## config.mk

```make
export PLATFORM = sky130hd
export DESIGN_NAME = prcfg_mm_bridge
export DESIGN_NICKNAME = d
export VERILOG_FILES = /design/src/rtl/prmm_pkg.sv /design/src/rtl/prmm_decode.sv /design/src/rtl/prmm_ctl.sv /design/src/rtl/prmm_stream.sv /design/src/rtl/prmm_rdpath.sv /design/src/rtl/prcfg_mm_bridge.sv
export SDC_FILE = /design/constraint.sdc
export NUM_CORES = 1
export LEC_CHECK = 0
export BUFFER_PORTS_ARGS = -buffer_cell sky130_fd_sc_hd__clkbuf_2
export CORE_ASPECT_RATIO = 1.2
export CORE_MARGIN = 1.5
export CORE_UTILIZATION = 31
export DETAILED_ROUTE_END_ITERATION = 8
export GPL_TIMING_DRIVEN = 0
export PLACE_DENSITY_LB_ADDON = 0.08
export REMOVE_ABC_BUFFERS = 1
export SLEW_MARGIN = 20
export SYNTH_ARGS = -nofsm -noshare
export SYNTH_HDL_FRONTEND = slang
export SYNTH_SLANG_ARGS = --single-unit
export TNS_END_PERCENT = 20
```

## constraint.sdc

```tcl
create_clock -name clk -period 1 [get_ports clk]
set_input_delay 0.2 -clock clk [delete_from_list [all_inputs] [get_ports clk]]
set_output_delay 0.2 -clock clk [all_outputs]
set_load 0.02 [all_outputs]
```

## src/rtl/prmm_pkg.sv

```systemverilog
package prmm_pkg;

    typedef enum logic [1:0] {
        CMD_IDLE    = 2'd0,
        CMD_DATA_WR = 2'd1,
        CMD_CSR_WR  = 2'd2,
        CMD_READ    = 2'd3
    } cmd_e;

    typedef struct packed {
        logic dbl;
        logic start;
    } ctl_reg_t;

    localparam int START_BIT = 0;
    localparam int DBL_BIT   = 1;
    localparam int STAT_LSB  = 2;
    localparam int STAT_W    = 3;
    localparam int WORD_MAX  = 32;

    // Build the control/status read word; reserved bits are zero.
    function automatic logic [WORD_MAX-1:0] pack_ctl(input ctl_reg_t c,
                                                     input logic [STAT_W-1:0] st);
        logic [WORD_MAX-1:0] w;
        w = '0;
        w[START_BIT] = c.start;
        w[DBL_BIT]   = c.dbl;
        w[STAT_LSB +: STAT_W] = st;
        return w;
    endfunction

endpackage

```

## src/rtl/prmm_decode.sv

```systemverilog
module prmm_decode
    import prmm_pkg::*;
(
    input  logic mm_addr,
    input  logic mm_read,
    input  logic mm_write,
    output cmd_e cmd
);
    always_comb begin
        if (mm_write)
            cmd = mm_addr ? CMD_CSR_WR : CMD_DATA_WR;
        else if (mm_read)
            cmd = CMD_READ;
        else
            cmd = CMD_IDLE;
    end
endmodule

```

## src/rtl/prmm_ctl.sv

```systemverilog
module prmm_ctl
    import prmm_pkg::*;
(
    input  logic       clk,
    input  logic       rst,
    input  logic       wr_en,
    input  logic [1:0] wr_bits,
    output ctl_reg_t   ctl
);
    always_ff @(posedge clk) begin
        if (rst) begin
            ctl <= '0;
        end else begin
            // start is a pulse: set only by the write itself, cleared otherwise
            ctl.start <= wr_en & wr_bits[START_BIT];
            if (wr_en)
                ctl.dbl <= wr_bits[DBL_BIT];
        end
    end
endmodule

```

## src/rtl/prmm_stream.sv

```systemverilog
module prmm_stream
    import prmm_pkg::*;
#(
    parameter int DATA_W = 32
) (
    input  cmd_e              cmd,
    input  logic [DATA_W-1:0] wdata,
    input  logic              st_ready,
    output logic [DATA_W-1:0] st_data,
    output logic              st_valid,
    output logic              stall
);
    logic is_data;

    assign is_data  = (cmd == CMD_DATA_WR);
    assign st_valid = is_data;
    assign st_data  = wdata;
    // The bus transfer ends on the same edge the beat is taken.
    assign stall    = is_data & ~st_ready;
endmodule

```

## src/rtl/prmm_rdpath.sv

```systemverilog
module prmm_rdpath
    import prmm_pkg::*;
#(
    parameter int DATA_W = 32
) (
    input  logic              clk,
    input  logic              rst,
    input  cmd_e              cmd,
    input  logic              addr,
    input  ctl_reg_t          ctl,
    input  logic [STAT_W-1:0] status,
    output logic [DATA_W-1:0] rdata,
    output logic              stall
);
    logic                rd_pend;
    logic                rd_first;
    logic [WORD_MAX-1:0] full_word;
    logic [DATA_W-1:0]   csr_word;

    assign full_word = pack_ctl(ctl, status);
    assign csr_word  = full_word[DATA_W-1:0];
    assign rd_first  = (cmd == CMD_READ) & ~rd_pend;
    assign stall     = rd_first;

    always_ff @(posedge clk) begin
        if (rst) begin
            rd_pend <= 1'b0;
            rdata   <= '0;
        end else begin
            rd_pend <= rd_first;
            if (rd_first)
                rdata <= addr ? csr_word : '0;
        end
    end
endmodule

```

## src/rtl/prcfg_mm_bridge.sv

```systemverilog
module prcfg_mm_bridge
    import prmm_pkg::*;
#(
    parameter int DATA_W = 32
) (
    input  logic              clk,
    input  logic              rst,
    input  logic              mm_addr,
    input  logic              mm_read,
    input  logic              mm_write,
    input  logic [DATA_W-1:0] mm_wdata,
    output logic [DATA_W-1:0] mm_rdata,
    output logic              mm_waitreq,
    output logic [DATA_W-1:0] st_data,
    output logic              st_valid,
    input  logic              st_ready,
    output logic              ctl_start,
    output logic              ctl_double,
    input  logic [2:0]        ctl_status
);
    generate
        if (DATA_W != 16 && DATA_W != 32) begin : g_bad_width
            $error("prcfg_mm_bridge: DATA_W must be 16 or 32");
        end
    endgenerate

    cmd_e     cmd;
    ctl_reg_t ctl;
    logic     wr_stall;
    logic     rd_stall;

    prmm_decode u_dec (
        .mm_addr (mm_addr),
        .mm_read (mm_read),
        .mm_write(mm_write),
        .cmd     (cmd)
    );

    prmm_ctl u_ctl (
        .clk    (clk),
        .rst    (rst),
        .wr_en  (cmd == CMD_CSR_WR),
        .wr_bits(mm_wdata[1:0]),
        .ctl    (ctl)
    );

    prmm_stream #(.DATA_W(DATA_W)) u_str (
        .cmd     (cmd),
        .wdata   (mm_wdata),
        .st_ready(st_ready),
        .st_data (st_data),
        .st_valid(st_valid),
        .stall   (wr_stall)
    );

    prmm_rdpath #(.DATA_W(DATA_W)) u_rd (
        .clk   (clk),
        .rst   (rst),
        .cmd   (cmd),
        .addr  (mm_addr),
        .ctl   (ctl),
        .status(ctl_status),
        .rdata (mm_rdata),
        .stall (rd_stall)
    );

    assign mm_waitreq = wr_stall | rd_stall;
    assign ctl_start  = ctl.start;
    assign ctl_double = ctl.dbl;
endmodule

```

# == Yosys cells after proc, flatten, opt, wreduce, memory -nomap -nowiden ==
# Index checks and enable logic that the tools add are counted.
# totals
ff_bits,35
inputBits,41
out_inout_bits,68
wordCells,17
# op_classes
n_eq_ne,3
mux,4
n_bitwise,6
# ops
operator,n
$mux W2,3
$mux W5,1
$eq A2 B2 Y1 const B,2
$and A1 B1 Y1,3
$eq A2 B1 Y1 const B,1
$not A1 Y1,2
$or A1 B1 Y1,1

# == Depth between registers and ports, before layout ==
# Gate-level depths: netlist of the first run.
# logic_depth
word_depth,5
ltp_mapped,3
mapped_depth_nobuf,2

# == By module ==
# A second synthesis of the first run with hierarchy kept.
# unflattened
hier_cells,100
area_unflattened_um2,835.8
# modules_own_cells
module,n_inst,cells_each,area_each_um2,seq_area_each_um2
prmm_rdpath,1,53,476.7,120.1
prmm_stream,1,34,259.0,0.0
prmm_ctl,1,6,61.3,40.0
prmm_decode,1,5,26.3,0.0
prcfg_mm_bridge,1,2,12.5,0.0

# == Least setup slack after synthesis of the first run ==
# No wires, ideal clock.
# synth_path
path_kind,input to output
from,in mm_addr
to,out mm_waitreq
t_arrival_ns,0.978
t_required_ns,0.800
slack_ns,-0.178
cell_stages,3
n_path_buf,1
path_cell_list,buf_2 > nor2b_1 > a21o_1
# synth_via
elab_chain_cells,5
elab_cells_between_ends,7
classes_between,2 x eq/ne; 2 x mux; 3 x bitwise
# synth_lines
item,line_no,text
from (decl),prcfg_mm_bridge.sv:8,"input logic mm_addr,"
$mux W2,prmm_decode.sv:11,cmd = mm_addr ? CMD_CSR_WR : CMD_DATA_WR;
$mux W2,prmm_decode.sv:10,if (mm_write)
$eq A2 B1 Y1,prmm_stream.sv:15,assign is_data = (cmd == CMD_DATA_WR);
named net st_valid,prcfg_mm_bridge.sv:15,"output logic st_valid,"
$and A1 B1 Y1,prmm_stream.sv:19,assign stall = is_data & ~st_ready;
$or A1 B1 Y1,prcfg_mm_bridge.sv:67,assign mm_waitreq = wr_stall | rd_stall;
to (decl),prcfg_mm_bridge.sv:13,"output logic mm_waitreq,"
# The timed path passes the listed nets, and every way through them passes these cells.

# == Worst setup path after layout of the first run ==
# layout_path
from,reg u_rd.rd_pend
to,out mm_waitreq
# layout_via
elab_chain_cells,3
# layout_lines
item,line_no,text
from (decl),prmm_rdpath.sv:15,logic rd_pend;
from (signal assigned),prmm_rdpath.sv:30,rd_pend <= rd_first;
$not A1 Y1,prmm_rdpath.sv:22,assign rd_first = (cmd == CMD_READ) & ~rd_pend;
$and A1 B1 Y1,prmm_rdpath.sv:22,
$or A1 B1 Y1,prcfg_mm_bridge.sv:67,
# No other way between the ends.

==> metrics.md, run 1 <==
| Metric | Value |
|---|---|
| Status | `complete, but fails checks` |
| Failing checks | `negative setup slack` |
| Crit path DAT | `1000 ps` |
| Syn Inst Count | `94` |
| Row count | `20` |
| CTS Buf Count | `3` |
| Reg clk slew, reported paths | `60 ps` |
| Count of different cell masters after synthesis | `16` |
| Gr ovfl total | `0` |
| Final Power | `0.797 mW` |
| Initial antenna violation count | `0` |
| Routed Antenna Nets | `0` |
| Via count of the routed design | `446` |
| Area of the die | `0.00292 mm^2` |
| Ys Warns | `0` |
| Max-Cap Viols | `0` |
| Clk Latency, worst-skew pair | `250 ps` |
| Fin crit share | `1.20` |
| Final WL | `2.13 mm` |
| Initial core utilization | `0.323` |
| Chip height | `58.9 um` |
| Largest net degree at the start of global routing | `14` |
| Starting DRT DRC Count | `12` |
| Most frequent cells in the layout | `conb_1, clkbuf_2, dfxtp_1` |
| WHS Path Cells | `3` |
| HP Class | `in -> reg` |
| CTS root buffer | `clkbuf_4` |
| Die X | `49.6 um` |
| Required time at the worst-slack endpoint | `800 ps` |
| Syn_area_per_cell | `8.60 um^2` |
| Gpl congestion | `0.681` |
| Critical-path maximum fanout | `2` |
| Int Pwr | `0.524 mW` |
| Setup violators final | `1` |
| Final Worst Setup Slack | `-196 ps` |
| Share of cells above drive strength 1 | `0.357` |
| Cell family with most CP delay | `flip-flops` |
| Comb power frac | `0.263` |
| #FFs+latches synth | `8` |
| RSZ-0062 raised after global routing | `true` |
| Power density over the cells | `1240 mW/mm^2` |
| Critical path cell sequence | `nor3b_4, a21o_1, clkbuf_8` |
| Fmax | `836 MHz` |
| Net switching power | `0.273 mW` |
| Clock power share | `0.320` |
| WP depth | `3` |
| P_leak | `0.334 nW` |
| Ports | `109` |
| Max-slew violation count | `0` |
| H-tree Lvls | `1` |
| Most common cell after layout, fill and taps aside | `conb_1` |
| Vias per cell | `3.81` |
| Sink Count | `8` |
| Tmin final | `1200 ps` |
| Post-Route Utilization | `0.257` |
| Slowest stage cell, crit path | `dfxtp_2` |
| Total global-route track usage | `0.151` |
| Drt first pass iters | `2` |
| Hold Buf Count CTS | `0` |
| Final Hold Fails | `0` |
| Worst Path Buf+Inv | `1` |
| Number of global-route vias before repair | `368` |
| CP max stage delay | `320 ps` |
| TritonCTS clock tree | `done` |
| Worst R2R Path Depth | `3` |
| CP Class | `reg -> out` |
| Synth Cell Area | `808 um^2` |
| Detail Placement HPWL | `1.84 mm` |
| DRC | `0` |
| Fillers | `290` |
| N_diodes | `0` |
| Placeable Area | `0.00250 mm^2` |
| First-pass GRT wire length | `2.78 mm` |
| Longest Clk Path Bufs | `2` |
| Clock Skews | `4.75 ps` |
| Worst setup EP type | `output pin` |
| VDD IR max | `0.353 mV` |
| Routed WL per cell | `18.2 um` |
| Final net count | `127` |
| Synth-to-Final Area Change | `-20.4%` |
| Startpoint Class | `register` |
| Sequential power share | `0.418` |
| I/O Buffers | `21` |
| Net switching fraction of the power | `0.343` |
| Sequential share of the synthesized area | `0.198` |
==> cell type report <==
cell class,instances,area (um^2),share of cell area
Multi-Input combinational cell,50,293,0.455
Inverter,1,3.75,0.00584
Clock buffer,3,22.5,0.0350
Tap cell,33,41.3,0.0642
Timing Repair Buffer,22,121,0.189
Sequential cell,8,161,0.251
==> cells in the mapped netlist (all sizes together) <==
| cell | n | area share |
|---|---|---|
| a21o | 1 | 0.0093 |
| a21bo | 1 | 0.012 |
| conb | 1 | 0.0046 |
| inv | 1 | 0.0046 |
| nand2b | 5 | 0.039 |
| dfxtp | 8 | 0.20 |
| mux2i | 5 | 0.062 |
| nor2b | 2 | 0.015 |
| and4b | 1 | 0.014 |
| nor3b | 1 | 0.023 |
| clkbuf | 1 | 0.0046 |
| a21oi | 1 | 0.0062 |
| nand3 | 1 | 0.0062 |
| nand3b | 5 | 0.046 |
| buf | 60 | 0.55 |
==> flip-flops by register name, indices dropped and copies added, names as in the netlist <==
name	count
u_ctl.ctl	2
u_rd.rd_pend	1
u_rd.rdata	5
==> stage by stage <==
step | setup WS (ps) | cells | instance area, um^2 | hold WS (ps) | TNS (ps)
global placement | -291 | 113 | 601 | 400 | -836
floorplan | -59.5 | 59 | 454 | 269 | -59.5
detailed placement | -294 | 113 | 601 | 400 | -847
CTS | -233 | 117 | 641 | 185 | -233
global route | -271 | 117 | 643 | 201 | -341
finish | -196 | 117 | 643 | 188 | -196
==> cell families (layout without fill, tap and decap cells) <==
| group | Yosys count | in the layout | synth area share |
|---|---|---|---|
| other | 1 | 27 | 0.00464 |
| flip-flops | 8 | 8 | 0.198 |
| AO/OA/AOI/OAI | 3 | 3 | 0.0279 |
| multiplexers | 5 | 5 | 0.0619 |
| AND/OR/NAND/NOR | 15 | 15 | 0.144 |
| buffers and inverters | 62 | 26 | 0.563 |
==> tightest hold or removal path: stages <==
cell	delay [ps]
clkbuf_2	90
nand3_1	60
a21oi_1	50
==> final timing paths <==
kind	startpoint	to	slack, ps
worst min-delay path	mm_wdata[1]	u_ctl.ctl[1]$_SDFFE_PP0N_	190
worst min register to register	u_rd.rdata[0]$_SDFFE_PP0P_	u_rd.rdata[0]$_SDFFE_PP0P_	470
worst max register to register	u_rd.rd_pend$_SDFF_PP0_	u_rd.rdata[2]$_SDFFE_PP0P_	50
worst max-delay path	u_rd.rd_pend$_SDFF_PP0_	mm_waitreq	-200
==> power by group through the flow <==
stage | registers, mW | logic [mW] | clock network (mW)
after floorplan | 0.348 | 0.131 | 0
after global placement | 0.340 | 0.199 | 0
after detailed placement | 0.340 | 0.199 | 0
after CTS | 0.333 | 0.208 | 0.264
after global routing | 0.334 | 0.226 | 0.279
final | 0.333 | 0.209 | 0.255
==> repair_timing <==
action / CTS / global route
endpoints found under the setup margin: 6 / 9
setup buffers: 1 / 0
pin swaps: 1 / 1
resized for setup: 3 / 3
==> layer usage <==
metal | routed length (um) | global-route usage | vias up
met1 | 633 | 0.138 | 193
met5 | 0 | 0 | -
li1 | - | - | 192
met4 | 17 | 0.0714 | 0
met2 | 836 | 0.181 | 59
met3 | 642 | 0.203 | 2
Note: power is estimated with default switching activity, not from simulation.
==> inputs of run 2 (changes only) <==
--- a/config.mk
+++ b/config.mk
@@ -8,7 +8,7 @@
 export BUFFER_PORTS_ARGS = -buffer_cell sky130_fd_sc_hd__clkbuf_2
 export CORE_ASPECT_RATIO = 1.2
 export CORE_MARGIN = 1.5
-export CORE_UTILIZATION = 31
+export CORE_UTILIZATION = 33
 export DETAILED_ROUTE_END_ITERATION = 8
 export GPL_TIMING_DRIVEN = 0
 export PLACE_DENSITY_LB_ADDON = 0.08
==> constraint.sdc (replaced) <==
create_clock -name clk -period 1.4 [get_ports clk]
set_input_delay 0.28 -clock clk [delete_from_list [all_inputs] [get_ports clk]]
set_output_delay 0.28 -clock clk [all_outputs]
set_load 0.02 [all_outputs]
==> run 2 against run 1 <==
  * The run now ends clean
  * Non-clock buffer count unchanged
  * Clock power fell by 30%
  * Global-route usage about the same
  * Register-to-register slack improved by 370 ps
  * Count of clock-buffer cells in the layout is the same
  * Critical path type unchanged
==> metrics.md, run 2 (synthesized netlist as in run 1, its figures left out) <==
| Metric | Value |
|---|---|
| Final net count | `127` |
| Area of the multi-input gates | `290 um^2` |
| Gpl congestion | `0.640` |
| CP max stage delay | `320 ps` |
| Placed cell count | `111` |
| P_leak | `0.328 nW` |
| Reg2reg start | `u_rd.rd_pend$_SDFF_PP0_` |
| Tmin final | `1310 ps` |
| Final Hold Fails | `0` |
| Detail Placement HPWL | `1.86 mm` |
| Fillers | `274` |
| Total global-route track usage | `0.151` |
| Cell family with most CP delay | `flip-flops` |
| CP startpoint | `u_rd.rd_pend$_SDFF_PP0_` |
| Critical-path maximum fanout | `2` |
| R2R setup slack | `420 ps` |
| Number of global-route vias before repair | `367` |
| Status | `finished clean` |
| Area of the die | `0.00276 mm^2` |
| Largest net degree at the start of global routing | `14` |
| Clk Latency, worst-skew pair | `250 ps` |
| Synth-to-Final Area Change | `-22.3%` |
| Critical path cell sequence | `nor3b_4, a21o_1, clkbuf_2` |
| Largest Register | `u_rd.rdata` |
| Post-DP Area | `598 um^2` |
| Worst R2R Path Depth | `3` |
| Fmax | `761 MHz` |
| Ports | `109` |
| Via count of the routed design | `450` |
| R2R Path End | `u_rd.rdata[2]$_SDFFE_PP0P_` |
| Int Pwr | `0.370 mW` |
| Sequential power share | `0.425` |
| Setup TNS | `0 ps` |
| HP Class | `in -> reg` |
| Routed WL per cell | `18.1 um` |
| RSZ-0062 raised after global routing | `false` |
| Max-Cap Viols | `0` |
| Starting DRT DRC Count | `3` |
| Sink Count | `8` |
| Max-slew violation count | `0` |
| Placeable Area | `0.00231 mm^2` |
| Row count | `19` |
| Final Power | `0.559 mW` |
| CP Class | `reg -> out` |
| Initial core utilization | `0.351` |
| Crit path DAT | `1030 ps` |
| Design Area, Final | `628 um^2` |
| CTS Buf Count | `3` |
| Register Area | `160 um^2` |
| Fin crit share | `0.939` |
| Initial antenna violation count | `0` |
| H-tree Lvls | `1` |
| Hold Buf Count CTS | `0` |
| Longest Clk Path Bufs | `2` |
| Chip height | `57.2 um` |
| Share of cells above drive strength 1 | `0.333` |
| I/O Buffers | `21` |
| Startpoint Class | `register` |
| Vias per cell | `3.91` |
| Largest registers | `u_rd.rdata (5), u_ctl.ctl (2), u_rd.rd_pend (1)` |
| Net switching power | `0.189 mW` |
| Clock Skews | `1.73 ps` |
| Worst Path Buf+Inv | `1` |
| Net switching fraction of the power | `0.339` |
| Clock power share | `0.318` |
| CTS root buffer | `clkbuf_4` |
| Final WL | `2.08 mm` |
| Most frequent cells in the layout | `conb_1, clkbuf_2, dfxtp_1` |
| Power density over the cells | `890 mW/mm^2` |
| Routed Antenna Nets | `0` |
| Die X | `48.2 um` |
| N_diodes | `0` |
| Largest register FFs | `5` |
| First-pass GRT wire length | `2.53 mm` |
| TritonCTS clock tree | `done` |
| Drt first pass iters | `5` |
| Postcts setup bufs | `1` |
| Worst setup path end | `mm_waitreq` |
| Setup violators final | `0` |
| Most common cell after layout, fill and taps aside | `conb_1` |
| DRC | `0` |
| VDD IR max | `0.345 mV` |
| Gr ovfl total | `0` |
| Worst setup EP type | `output pin` |
| Slowest stage cell, crit path | `dfxtp_1` |
| Comb power frac | `0.257` |
| Reg clk slew, reported paths | `50 ps` |
| Final non-filler cell total | `115` |
| WP depth | `3` |
| Post-CTS sizing | `0` |
| Required time at the worst-slack endpoint | `1120 ps` |
==> run 2: cell count changes in the layout (fill, tap and decap cells not counted), sizes merged <==
| cell | delta |
|---|---|
| buf | -2 |
| clkbuf | +2 |
==> run 2: layout make-up <==
cell class	count	share of cell area
Clock buffer	3	0.0359
Inverter	1	0.00598
Multi-Input combinational cell	50	0.462
Sequential cell	8	0.255
Tap cell	31	0.0618
Timing Repair Buffer	22	0.179
==> run 2: worst min path at each step <==
stage / startpoint / end / slack [ps] / cells past startpoint
after detailed placement: u_rd.rdata[1]$_SDFFE_PP0P_ / u_rd.rdata[1]$_SDFFE_PP0P_ / 460 / 2
after global placement: u_rd.rdata[4]$_SDFFE_PP0P_ / u_rd.rdata[4]$_SDFFE_PP0P_ / 460 / 2
after floorplan: rst / u_ctl.ctl[1]$_SDFFE_PP0N_ / 350 / 1
final: mm_wdata[1] / u_ctl.ctl[1]$_SDFFE_PP0N_ / 280 / 3
after CTS: mm_wdata[1] / u_ctl.ctl[1]$_SDFFE_PP0N_ / 270 / 3
after global routing: ctl_status[0] / u_rd.rdata[2]$_SDFFE_PP0P_ / 280 / 3
==> run 2: layer usage <==
metal  vias to the layer above  wire length, um  global-route usage
met5                         -                0                   0
met4                         0                0              0.0347
met3                         0              556               0.190
met2                        66              873               0.194
met1                       191              651               0.155
li1                        193                -                   -
==> run 2: metrics by stage <==
| step | hold WS [ps] | worst slack (ps) | utilization |
|---|---|---|---|
| finish | 276 | 85.1 | 0.272 |
| detailed placement | 464 | -58.2 | 0.259 |
| global placement | 465 | -60.0 | 0.259 |
| global route | 280 | 12.0 | 0.272 |
| floorplan | 349 | 198 | - |
| CTS | 269 | 61.3 | 0.272 |
==> run 2: power by group through the flow <==
stage               logic [mW]  registers (mW)  clock network (mW)
floorplan               0.0935           0.249                   0
global placement         0.142           0.243                   0
detailed placement       0.142           0.243                   0
CTS                      0.144           0.238               0.190
global route             0.158           0.238               0.202
finish                   0.144           0.238               0.178
==> run 2: worst min-delay path, cell delays in order <==
cell and delay [ps]:
clkbuf_2 90, nand3_1 60, a21oi_1 50
